**src/rtl/sysflag_pkg.sv**
```systemverilog
package sysflag_pkg;

  typedef enum logic [1:0] {
    KIND_POP    = 2'b00,
    KIND_LEGACY = 2'b01,
    KIND_NATIVE = 2'b10,
    KIND_RSVD   = 2'b11
  } wrKind_e;

  localparam int BIT_ONE     = 1;
  localparam int BIT_IE      = 9;
  localparam int BIT_IOPL_LO = 12;
  localparam int BIT_NT      = 14;
  localparam int BIT_RF      = 16;
  localparam int BIT_VM      = 17;
  localparam int BIT_AC      = 18;

  typedef struct packed {
    logic clrResume;
    logic setResume;
    logic wrResume;
    logic setDbgDis;
    logic wrIopl;
    logic wrVm;
    logic wrIe;
    logic wrPlain;
    logic popAcFlip;
  } strobes_t;

endpackage

```
**src/rtl/sysflag_ctrl_unit.sv**
```systemverilog
module sysflag_ctrl_unit
  import sysflag_pkg::*;
#(
  parameter int PRIV_W = 2
) (
  input  logic              wrEn,
  input  wrKind_e           wrKind,
  input  logic [PRIV_W-1:0] privLvl,
  input  logic [PRIV_W-1:0] curIopl,
  input  logic              curAc,
  input  logic              newAc,
  input  logic              retireOk,
  input  logic              strDone,
  input  logic              jumpNative,
  input  logic              strIntr,
  input  logic              dbgDisSet,
  output strobes_t          stb
);

  logic clrAny;
  logic privZero;

  always_comb begin
    clrAny   = retireOk | strDone | jumpNative;
    privZero = (privLvl == '0);

    // resume-flag sources in priority order: clear, set, explicit write
    stb.clrResume = clrAny;
    stb.setResume = strIntr & ~clrAny;
    stb.wrResume  = wrEn & (wrKind == KIND_NATIVE) & ~clrAny & ~strIntr;
    stb.setDbgDis = dbgDisSet & ~clrAny;

    // privilege filtering of system fields
    stb.wrIopl    = wrEn & privZero;
    stb.wrVm      = wrEn & privZero;
    stb.wrIe      = wrEn & (privLvl <= curIopl);
    stb.wrPlain   = wrEn;
    stb.popAcFlip = wrEn & (wrKind == KIND_POP) & (newAc != curAc);
  end

endmodule

```
**src/rtl/sysflag_regs.sv**
```systemverilog
module sysflag_regs
  import sysflag_pkg::*;
#(
  parameter int FLAG_W = 32,
  parameter int PRIV_W = 2
) (
  input  logic              clk,
  input  logic              rstN,
  input  strobes_t          stb,
  input  logic [FLAG_W-1:0] wrData,
  output logic [FLAG_W-1:0] flagsQ,
  output logic              dbgDisQ,
  output logic              trapQ
);

  localparam logic [FLAG_W-1:0] ONE       = {{(FLAG_W-1){1'b0}}, 1'b1};
  localparam logic [FLAG_W-1:0] IOPL_ONES = {{(FLAG_W-PRIV_W){1'b0}}, {PRIV_W{1'b1}}};
  localparam logic [FLAG_W-1:0] GUARDED   = (ONE << BIT_ONE) | (ONE << BIT_IE)
                                          | (IOPL_ONES << BIT_IOPL_LO)
                                          | (ONE << BIT_RF) | (ONE << BIT_VM);
  localparam logic [FLAG_W-1:0] RESET_VAL = ONE << BIT_ONE;

  logic [FLAG_W-1:0] flagsNxt;
  logic              dbgDisNxt;

  always_comb begin
    flagsNxt = flagsQ;
    if (stb.wrPlain) flagsNxt = (flagsQ & GUARDED) | (wrData & ~GUARDED);
    if (stb.wrIopl)  flagsNxt[BIT_IOPL_LO +: PRIV_W] = wrData[BIT_IOPL_LO +: PRIV_W];
    if (stb.wrVm)    flagsNxt[BIT_VM] = wrData[BIT_VM];
    if (stb.wrIe)    flagsNxt[BIT_IE] = wrData[BIT_IE];
    if (stb.clrResume)      flagsNxt[BIT_RF] = 1'b0;
    else if (stb.setResume) flagsNxt[BIT_RF] = 1'b1;
    else if (stb.wrResume)  flagsNxt[BIT_RF] = wrData[BIT_RF];
    flagsNxt[BIT_ONE] = 1'b1;

    if (stb.clrResume)      dbgDisNxt = 1'b0;
    else if (stb.setDbgDis) dbgDisNxt = 1'b1;
    else                    dbgDisNxt = dbgDisQ;
  end

  always_ff @(posedge clk) begin
    if (!rstN) begin
      flagsQ  <= RESET_VAL;
      dbgDisQ <= 1'b0;
      trapQ   <= 1'b0;
    end else begin
      flagsQ  <= flagsNxt;
      dbgDisQ <= dbgDisNxt;
      trapQ   <= stb.popAcFlip;
    end
  end

endmodule

```
**src/rtl/sysflag_ctrl.sv**
```systemverilog
module sysflag_ctrl
  import sysflag_pkg::*;
#(
  parameter int FLAG_W = 32,
  parameter int PRIV_W = 2
) (
  input  logic              clk,
  input  logic              rstN,
  input  logic [PRIV_W-1:0] privLvl,
  input  logic              wrEn,
  input  logic [1:0]        wrKind,
  input  logic [FLAG_W-1:0] wrData,
  input  logic              retireOk,
  input  logic              strDone,
  input  logic              jumpNative,
  input  logic              strIntr,
  input  logic              dbgDisSet,
  input  logic              unalignedLegacy,
  input  logic              psrAlign,
  input  logic              crAlignMask,
  input  logic [PRIV_W-1:0] effPriv,
  output logic [FLAG_W-1:0] flags,
  output logic              dbgDis,
  output logic              bkptSuppress,
  output logic              ioAllowed,
  output logic              alignFault,
  output logic              sysIntercept
);

  strobes_t          stb;
  logic [PRIV_W-1:0] curIopl;

  assign curIopl = flags[BIT_IOPL_LO +: PRIV_W];

  sysflag_ctrl_unit #(.PRIV_W(PRIV_W)) ctrl_i (
    .wrEn       (wrEn),
    .wrKind     (wrKind_e'(wrKind)),
    .privLvl    (privLvl),
    .curIopl    (curIopl),
    .curAc      (flags[BIT_AC]),
    .newAc      (wrData[BIT_AC]),
    .retireOk   (retireOk),
    .strDone    (strDone),
    .jumpNative (jumpNative),
    .strIntr    (strIntr),
    .dbgDisSet  (dbgDisSet),
    .stb        (stb)
  );

  sysflag_regs #(.FLAG_W(FLAG_W), .PRIV_W(PRIV_W)) regs_i (
    .clk     (clk),
    .rstN    (rstN),
    .stb     (stb),
    .wrData  (wrData),
    .flagsQ  (flags),
    .dbgDisQ (dbgDis),
    .trapQ   (sysIntercept)
  );

  assign bkptSuppress = flags[BIT_RF] | dbgDis;
  assign ioAllowed    = (privLvl <= curIopl);
  assign alignFault   = unalignedLegacy &
                        (psrAlign | (crAlignMask & flags[BIT_AC] & (&effPriv)));

endmodule

```
**config.mk**
```make
export PLATFORM = sky130hd
export DESIGN_NAME = sysflag_ctrl
export DESIGN_NICKNAME = d
export VERILOG_FILES = /design/src/rtl/sysflag_pkg.sv /design/src/rtl/sysflag_ctrl_unit.sv /design/src/rtl/sysflag_regs.sv /design/src/rtl/sysflag_ctrl.sv
export SDC_FILE = /design/constraint.sdc
export NUM_CORES = 1
export LEC_CHECK = 0
export ABC_AREA = 0
export CAP_MARGIN = 10
export CORE_MARGIN = 1
export CORE_UTILIZATION = 40
export CTS_BUF_LIST = sky130_fd_sc_hd__clkbuf_2
export DETAILED_ROUTE_END_ITERATION = 6
export HOLD_SLACK_MARGIN = 0.02
export MAX_ROUTING_LAYER = met4
export PLACE_DENSITY = 0.95
export RECOVER_POWER = 100
export SLEW_MARGIN = 40
export SYNTH_ARGS = -nofsm -noshare
export SYNTH_HDL_FRONTEND = slang
export SYNTH_SLANG_ARGS = --single-unit
```
**constraint.sdc**
```tcl
create_clock -name clk -period 3.2 [get_ports clk]
set_input_delay 0.64 -clock clk [delete_from_list [all_inputs] [get_ports clk]]
set_output_delay 0.64 -clock clk [all_outputs]
set_load 0.03 [all_outputs]
```
==> impl_metrics.csv, run 1 <==
group,metric,value,unit
outcome,status,"finished clean",
floorplanning,die_h,60.69,um
synthesis,synthCells,126,
clocking,clock-sinks,33,
placement,hpwl,2.923,mm
detailed_routing,drtAntennaViolNets,0,
placement,dp.cells,247,
global_routing,antenna_found_initial,0,
synthesis,synth.distinct_cells,26,
clocking,clk_pin_slew,160,ps
placement,post_dp_cell_area,2216,um2
layout,instances_no_fill,255,
clocking,cts_tree,"done",
setup_path,worstPathMaxFanout,3,
setup_path,startpoint_type,"input pin",
synthesis,ys_warn_count,0,
global_routing,grt_max_degree,34,
layout,layout-drive-gt1-share,5.213,%
layout,finalInstanceArea,2243,um2
layout,nFillCells,247,
layout,post-route-util,71.15,%
floorplanning,core_area,3153,um2
setup_path,crit_type,"input pin to output port",
clocking,ctsLongestPathBuffers,2,
synthesis,syn_area_per_cell,10.93,um2
detailed_routing,vias,1212,
synthesis,syn-num-nets,177,
sta,relSlewSlack,28.89,%
synthesis,synth-seq-cells,33,
global_routing,met1_usage,17.92,%
global_routing,grt_overflow,0,
setup_path,worstPathArrival,2170,ps
placement,post-place-ws,46.52,ps
global_routing,use_met2,38.30,%
clocking,htreeDepth,2,
layout,layout_common_cells,"clkdlybuf4s50_1 (45), dlygate4sd3_1 (36), dfxtp_1 (33), nor2b_1 (31), mux2i_1 (30)",
setup_path,end_kind,"output port",
worst_hold_path,hp-class,"flop to flop",
global_routing,grt_use_total,20.94,%
sta,fmax,355.7,MHz
global_routing,grt_pass1_vias,1264,
clocking,postCtsHoldBufs,0,
run,drv_cap,0,
floorplanning,initial_utilization,43.69,%
placement,place_congestion,0.7741,
layout,area_growth,62.85,%
sta,period_share,87.86,%
layout,antenna_cells,0,
sta,setup_slack,388.5,ps
layout,final_common_cell,"clkdlybuf4s50_1",
synthesis,synth-edff-count,0,
clocking,clk_latency,340,ps
global_routing,gr-max-usage-layer,"met2",
detailed_routing,drt-initial-drc-count,18,
sta,tns,0,ps
layout,nets,261,
setup_path,cp_data_required_time,2560,ps
sta,rsz0062_at_grt,"no",
sta,worst_slew_pin_slew,1067,ps
global_routing,grt_pass1_wl,5.299,mm
synthesis,async_flop_share,0,%
detailed_routing,drt-pass1-iter-count,3,
floorplanning,rows,20,
clocking,cts_inserted_buffers,5,
detailed_routing,drt_drc_violations_left,0,
synthesis,ys.flop_type,"dfxtp_1",
power,p_per_area,374.2,nW/um2
sta,finalSetupViolCount,0,
placement,io_buffer_count,83,
power,cellLeakagePower,0.0009954,uW
floorplanning,num_io_pins,86,
sta,layout_min_cycle_time,2811,ps
sta,slew_violations,0,
floorplanning,die_width,60.69,um
power,ir_worst_vdd,0.2414,mV
synthesis,netlist_area,1378,um2
clocking,root_buffer,"clkbuf_2",
synthesis,yosysSeqAreaShare,47.96,%
global_routing,use_met3,8.316,%
detailed_routing,wire_per_inst,14.31,um
detailed_routing,routed_wl,3.649,mm
sta,finClkSkew,4.024,ps
floorplanning,die_area,3683,um2
sta,hold_violations,0,
detailed_routing,avgViaCountPerCell,4.753,
==> critical path, cell delays in order <==
cell	delay [ps]
clkdlybuf4s50_1	450
ha_1	350
nor2b_1	160
o21ai_0	210
clkbuf_1	350
==> power by group <==
| part | internal, uW | switching [uW] |
|---|---|---|
| logic | 114 | 105 |
| registers | 433 | 11.7 |
| clock network | 47.8 | 128 |
==> per-stage QoR <==
step | hold WS, ps | total power, uW
final | 486.5 | 839.6
after global routing | 558.4 | 883.2
after CTS | 503.7 | 863.0
after detailed placement | 478.1 | 685.6
after global placement | 444.7 | 675.3
after floorplan | 524.5 | 568.0
==> kinds of logic after synthesis <==
kind of cell | after synthesis | synth area share (%)
AO/OA/AOI/OAI | 5 | 2.634
XOR/XNOR | 1 | 0.6359
adder cells (fa/ha/maj) | 2 | 1.816
buffers and inverters | 10 | 4.722
flip-flops | 33 | 47.96
multiplexers | 30 | 21.80
other | 1 | 0.2722
AND/OR/NAND/NOR | 44 | 20.16
==> cell usage after synthesis, drive strengths merged, types with 2 or more instances <==
| cell type | n | area (um2) |
|---|---|---|
| dfxtp | 33 | 660.6 |
| nor2b | 31 | 193.9 |
| mux2i | 30 | 300.3 |
| buf | 5 | 46.28 |
| nand2 | 4 | 15.01 |
| clkbuf | 3 | 11.26 |
| ha | 2 | 25.02 |
| inv | 2 | 7.510 |
| nor2 | 2 | 7.510 |
| o21ai | 2 | 10.00 |
==> per-layer routing <==
layer,up-vias,share of wire (%)
li1,586,-
met1,560,34
met2,52,56
met3,14,6.2
met4,0,3.2
met5,-,0
==> path summary, 6_finish.rpt <==
path | end | slack [ps] | cells past startpoint | start
worst min-delay path | regs_i.flagsQ[9]$_SDFFE_PN0P_ | 490 | 2 | regs_i.flagsQ[9]$_SDFFE_PN0P_
worst min register to register | regs_i.flagsQ[9]$_SDFFE_PN0P_ | 490 | 2 | regs_i.flagsQ[9]$_SDFFE_PN0P_
worst max register to register | regs_i.flagsQ[9]$_SDFFE_PN0P_ | 1840 | 5 | regs_i.flagsQ[13]$_SDFFE_PN0P_
worst max-delay path | ioAllowed | 390 | 5 | privLvl[1]
==> area by class of cell <==
| class | count | area (um2) | area share [%] |
|---|---|---|---|
| Clock buffer | 5 | 25.02 | 1.115 |
| Inverter | 2 | 7.507 | 0.3346 |
| Timing Repair Buffer | 85 | 830.8 | 37.03 |
| Tap cell | 44 | 55.05 | 2.454 |
| Clock inverter | 3 | 12.51 | 0.5577 |
| Sequential cell | 33 | 660.6 | 29.45 |
| Multi-Input combinational cell | 83 | 651.9 | 29.06 |
==> registers in the layout, indices dropped and copies added (netlist names) <==
register,count
regs_i.dbgDisQ,1
regs_i.flagsQ,31
regs_i.trapQ,1
==> timing repair <==
item,4_1_cts,5_1_grt
resized for setup,0,1
setup endpoints to repair,0,1
hold endpoints to repair,0,0
setup buffers,0,0
No activity file was read; power rests on OpenSTA's default activity.
==> run 2, diff against run 1 <==
--- a/config.mk
+++ b/config.mk
@@ -6,9 +6,9 @@
 export NUM_CORES = 1
 export LEC_CHECK = 0
 export ABC_AREA = 0
-export CAP_MARGIN = 10
+export CAP_MARGIN = 25
 export CORE_MARGIN = 1
-export CORE_UTILIZATION = 40
+export CORE_UTILIZATION = 42
 export CTS_BUF_LIST = sky130_fd_sc_hd__clkbuf_2
 export DETAILED_ROUTE_END_ITERATION = 6
 export HOLD_SLACK_MARGIN = 0.02
@@ -18,4 +18,5 @@
 export SLEW_MARGIN = 40
 export SYNTH_ARGS = -nofsm -noshare
 export SYNTH_HDL_FRONTEND = slang
+export SYNTH_HIERARCHICAL = 1
 export SYNTH_SLANG_ARGS = --single-unit
==> impl_metrics.csv, run 2 <==
group,metric,value,unit
sta,hold_violations,0,
clocking,cts_tree,"done",
clocking,clock-sinks,33,
detailed_routing,avgViaCountPerCell,4.568,
placement,place_congestion,0.7559,
power,p_total,843.0,uW
global_routing,antenna_found_initial,0,
synthesis,ys_warn_count,6,
synthesis,synthCells,138,
setup_path,cp_data_required_time,2560,ps
synthesis,synthTopCellsByCount,"dfxtp_1 (33), nor2b_1 (33), mux2i_1 (31)",
placement,post-place-ws,217.2,ps
global_routing,met1_usage,18.95,%
sta,relSlewSlack,30.11,%
layout,area_growth,55.25,%
layout,largest_register_ffs,31,
power,p_per_area,367.2,nW/um2
global_routing,use_met2,30.75,%
worst_hold_path,hp-class,"flop to flop",
sta,rsz0062_at_grt,"no",
sta,worst_slew_pin_slew,1048,ps
synthesis,syn_area_per_cell,10.72,um2
setup_path,crit_type,"input pin to output port",
global_routing,grt_max_degree,33,
detailed_routing,routed_wl,3.162,mm
synthesis,syn-num-nets,191,
layout,reg.largest.list,"regs_i/flagsQ x31, regs_i/dbgDisQ x1, regs_i/trapQ x1",
setup_path,end_kind,"output port",
global_routing,grt_use_total,17.86,%
setup_path,cpPeakStageDelay,740,ps
layout,layout-drive-gt1-share,5.455,%
synthesis,yosysSeqAreaShare,44.67,%
synthesis,synth-seq-cells,33,
global_routing,gr-max-usage-layer,"met2",
clocking,cts_resized,0,
run,drv_cap,0,
layout,antenna_cells,0,
setup_path,critPathSlowestCell,"dlygate4sd3_1",
layout,nFillCells,290,
sta,finClkSkew,4.136,ps
sta,period_share,94.86,%
synthesis,ys.flop_type,"dfxtp_1",
detailed_routing,drt-initial-drc-count,22,
floorplanning,core_area,3363,um2
clocking,clk_latency,340,ps
floorplanning,die_h,61.34,um
sta,slew_violations,0,
synthesis,synth_top_area_cell,"dfxtp_1",
detailed_routing,vias,1215,
placement,io_buffer_count,83,
detailed_routing,wire_per_inst,11.89,um
global_routing,grt_overflow,0,
layout,nets,272,
global_routing,use_met3,6.723,%
layout,top_register,"regs_i/flagsQ",
synthesis,async_flop_share,0,%
clocking,clk_pin_slew,150,ps
synthesis,netlist_area,1479,um2
sta,fmax,329.4,MHz
sta,layout_min_cycle_time,3035,ps
setup_path,worstPathMaxFanout,3,
sta,tns,0,ps
global_routing,grt_pass1_wl,4.678,mm
synthesis,synth.area.top_cells,"dfxtp_1 (45%), mux2i_1 (21%), nor2b_1 (14%)",
setup_path,rrSetupSlack,1780,ps
floorplanning,num_io_pins,86,
floorplanning,die_area,3763,um2
synthesis,synth-edff-count,0,
floorplanning,die_width,61.34,um
clocking,root_buffer,"clkbuf_2",
sta,setup_slack,164.5,ps
clocking,cts_inserted_buffers,5,
power,cellLeakagePower,0.001015,uW
floorplanning,initial_utilization,43.97,%
clocking,htreeDepth,2,
clocking,post-cts-setup-buffers,0,
detailed_routing,drtAntennaViolNets,0,
power,ir_worst_vdd,0.2988,mV
detailed_routing,drt-pass1-iter-count,4,
outcome,status,"finished clean",
placement,hpwl,2.415,mm
layout,final_common_cell,"clkdlybuf4s50_1",
detailed_routing,drt_drc_violations_left,0,
synthesis,synth.distinct_cells,27,
sta,finalSetupViolCount,0,
layout,post-route-util,68.27,%
floorplanning,rows,21,
clocking,postCtsHoldBufs,0,
setup_path,worstPathArrival,2400,ps
clocking,ctsLongestPathBuffers,2,
setup_path,path_cells,"clkdlybuf4s50_1 -> ha_1 -> nor2b_1 -> o21ai_1 -> dlygate4sd3_1",
global_routing,grt_pass1_vias,1139,
synthesis,yosys.area.top_type_share,44.67,%
setup_path,startpoint_type,"input pin",
layout,layout_common_cells,"clkdlybuf4s50_1 (45), dlygate4sd3_1 (36), nor2b_1 (33), dfxtp_1 (33), mux2i_1 (31)",
[run 2: routing by layer]
layer | wire, um | vias up
met2 | 1519 | 58
met5 | 0 | -
met1 | 1388 | 544
met4 | 33 | 0
li1 | - | 609
met3 | 221 | 4
[run 2: final cells by class]
class                      count  area (um2)  share of cell area, %
timing repair buffer          84       823.3                  35.86
inverter                       6       22.52                 0.9809
tap                           46       57.56                  2.507
clock inverter                 2       10.01                 0.4360
multi-input combinational     89       691.9                  30.14
clock buffer                   6       30.03                  1.308
sequential                    33       660.6                  28.77
[run 2: worst max-delay path, delay by kind of cell]
family | cells | cell delay, ps
AOI/OAI and AO/OA | 1 | 90
buffers and inverters | 2 | 1200
adders and majority gates | 1 | 320
and+or+nand+nor | 1 | 130
[run 2: cell families after synthesis]
| logic type | count (synthesis) | share of synthesized area, % |
|---|---|---|
| XOR/XNOR | 1 | 0.5923 |
| AO/OA/AOI/OAI | 4 | 1.607 |
| AND/OR/NAND/NOR | 48 | 20.73 |
| multiplexers | 31 | 20.98 |
| flip-flops | 33 | 44.67 |
| buffers and inverters | 16 | 7.783 |
| adder cells (fa/ha/maj) | 4 | 3.384 |
| other | 1 | 0.2536 |
[run 2: stage by stage]
step | hold slack, ps | cell area (um2) | instances
floorplan | 609.3 | 1479 | 138
global placement | 487.5 | 2277 | 258
detailed placement | 496.4 | 2277 | 258
CTS | 523.4 | 2317 | 266
global route | 550.1 | 2296 | 266
finish | 518.2 | 2296 | 266
[run 2: power breakdown]
part           total, uW  internal [uW]  switching [uW]
Sequential           444            433            10.7
Combinational        215            115             100
Clock                184           55.0             129
[run 2: final timing paths]
path | depth (start not counted) | endpoint | start
setup / recovery | 5 | ioAllowed | privLvl[1]
hold / removal | 2 | regs_i/dbgDisQ$_SDFFE_PP0P_ | regs_i/dbgDisQ$_SDFFE_PP0P_
setup reg to reg | 6 | regs_i/flagsQ[9]$_SDFFE_PN0P_ | regs_i/flagsQ[13]$_SDFFE_PN0P_
hold reg to reg | 2 | regs_i/dbgDisQ$_SDFFE_PP0P_ | regs_i/dbgDisQ$_SDFFE_PP0P_
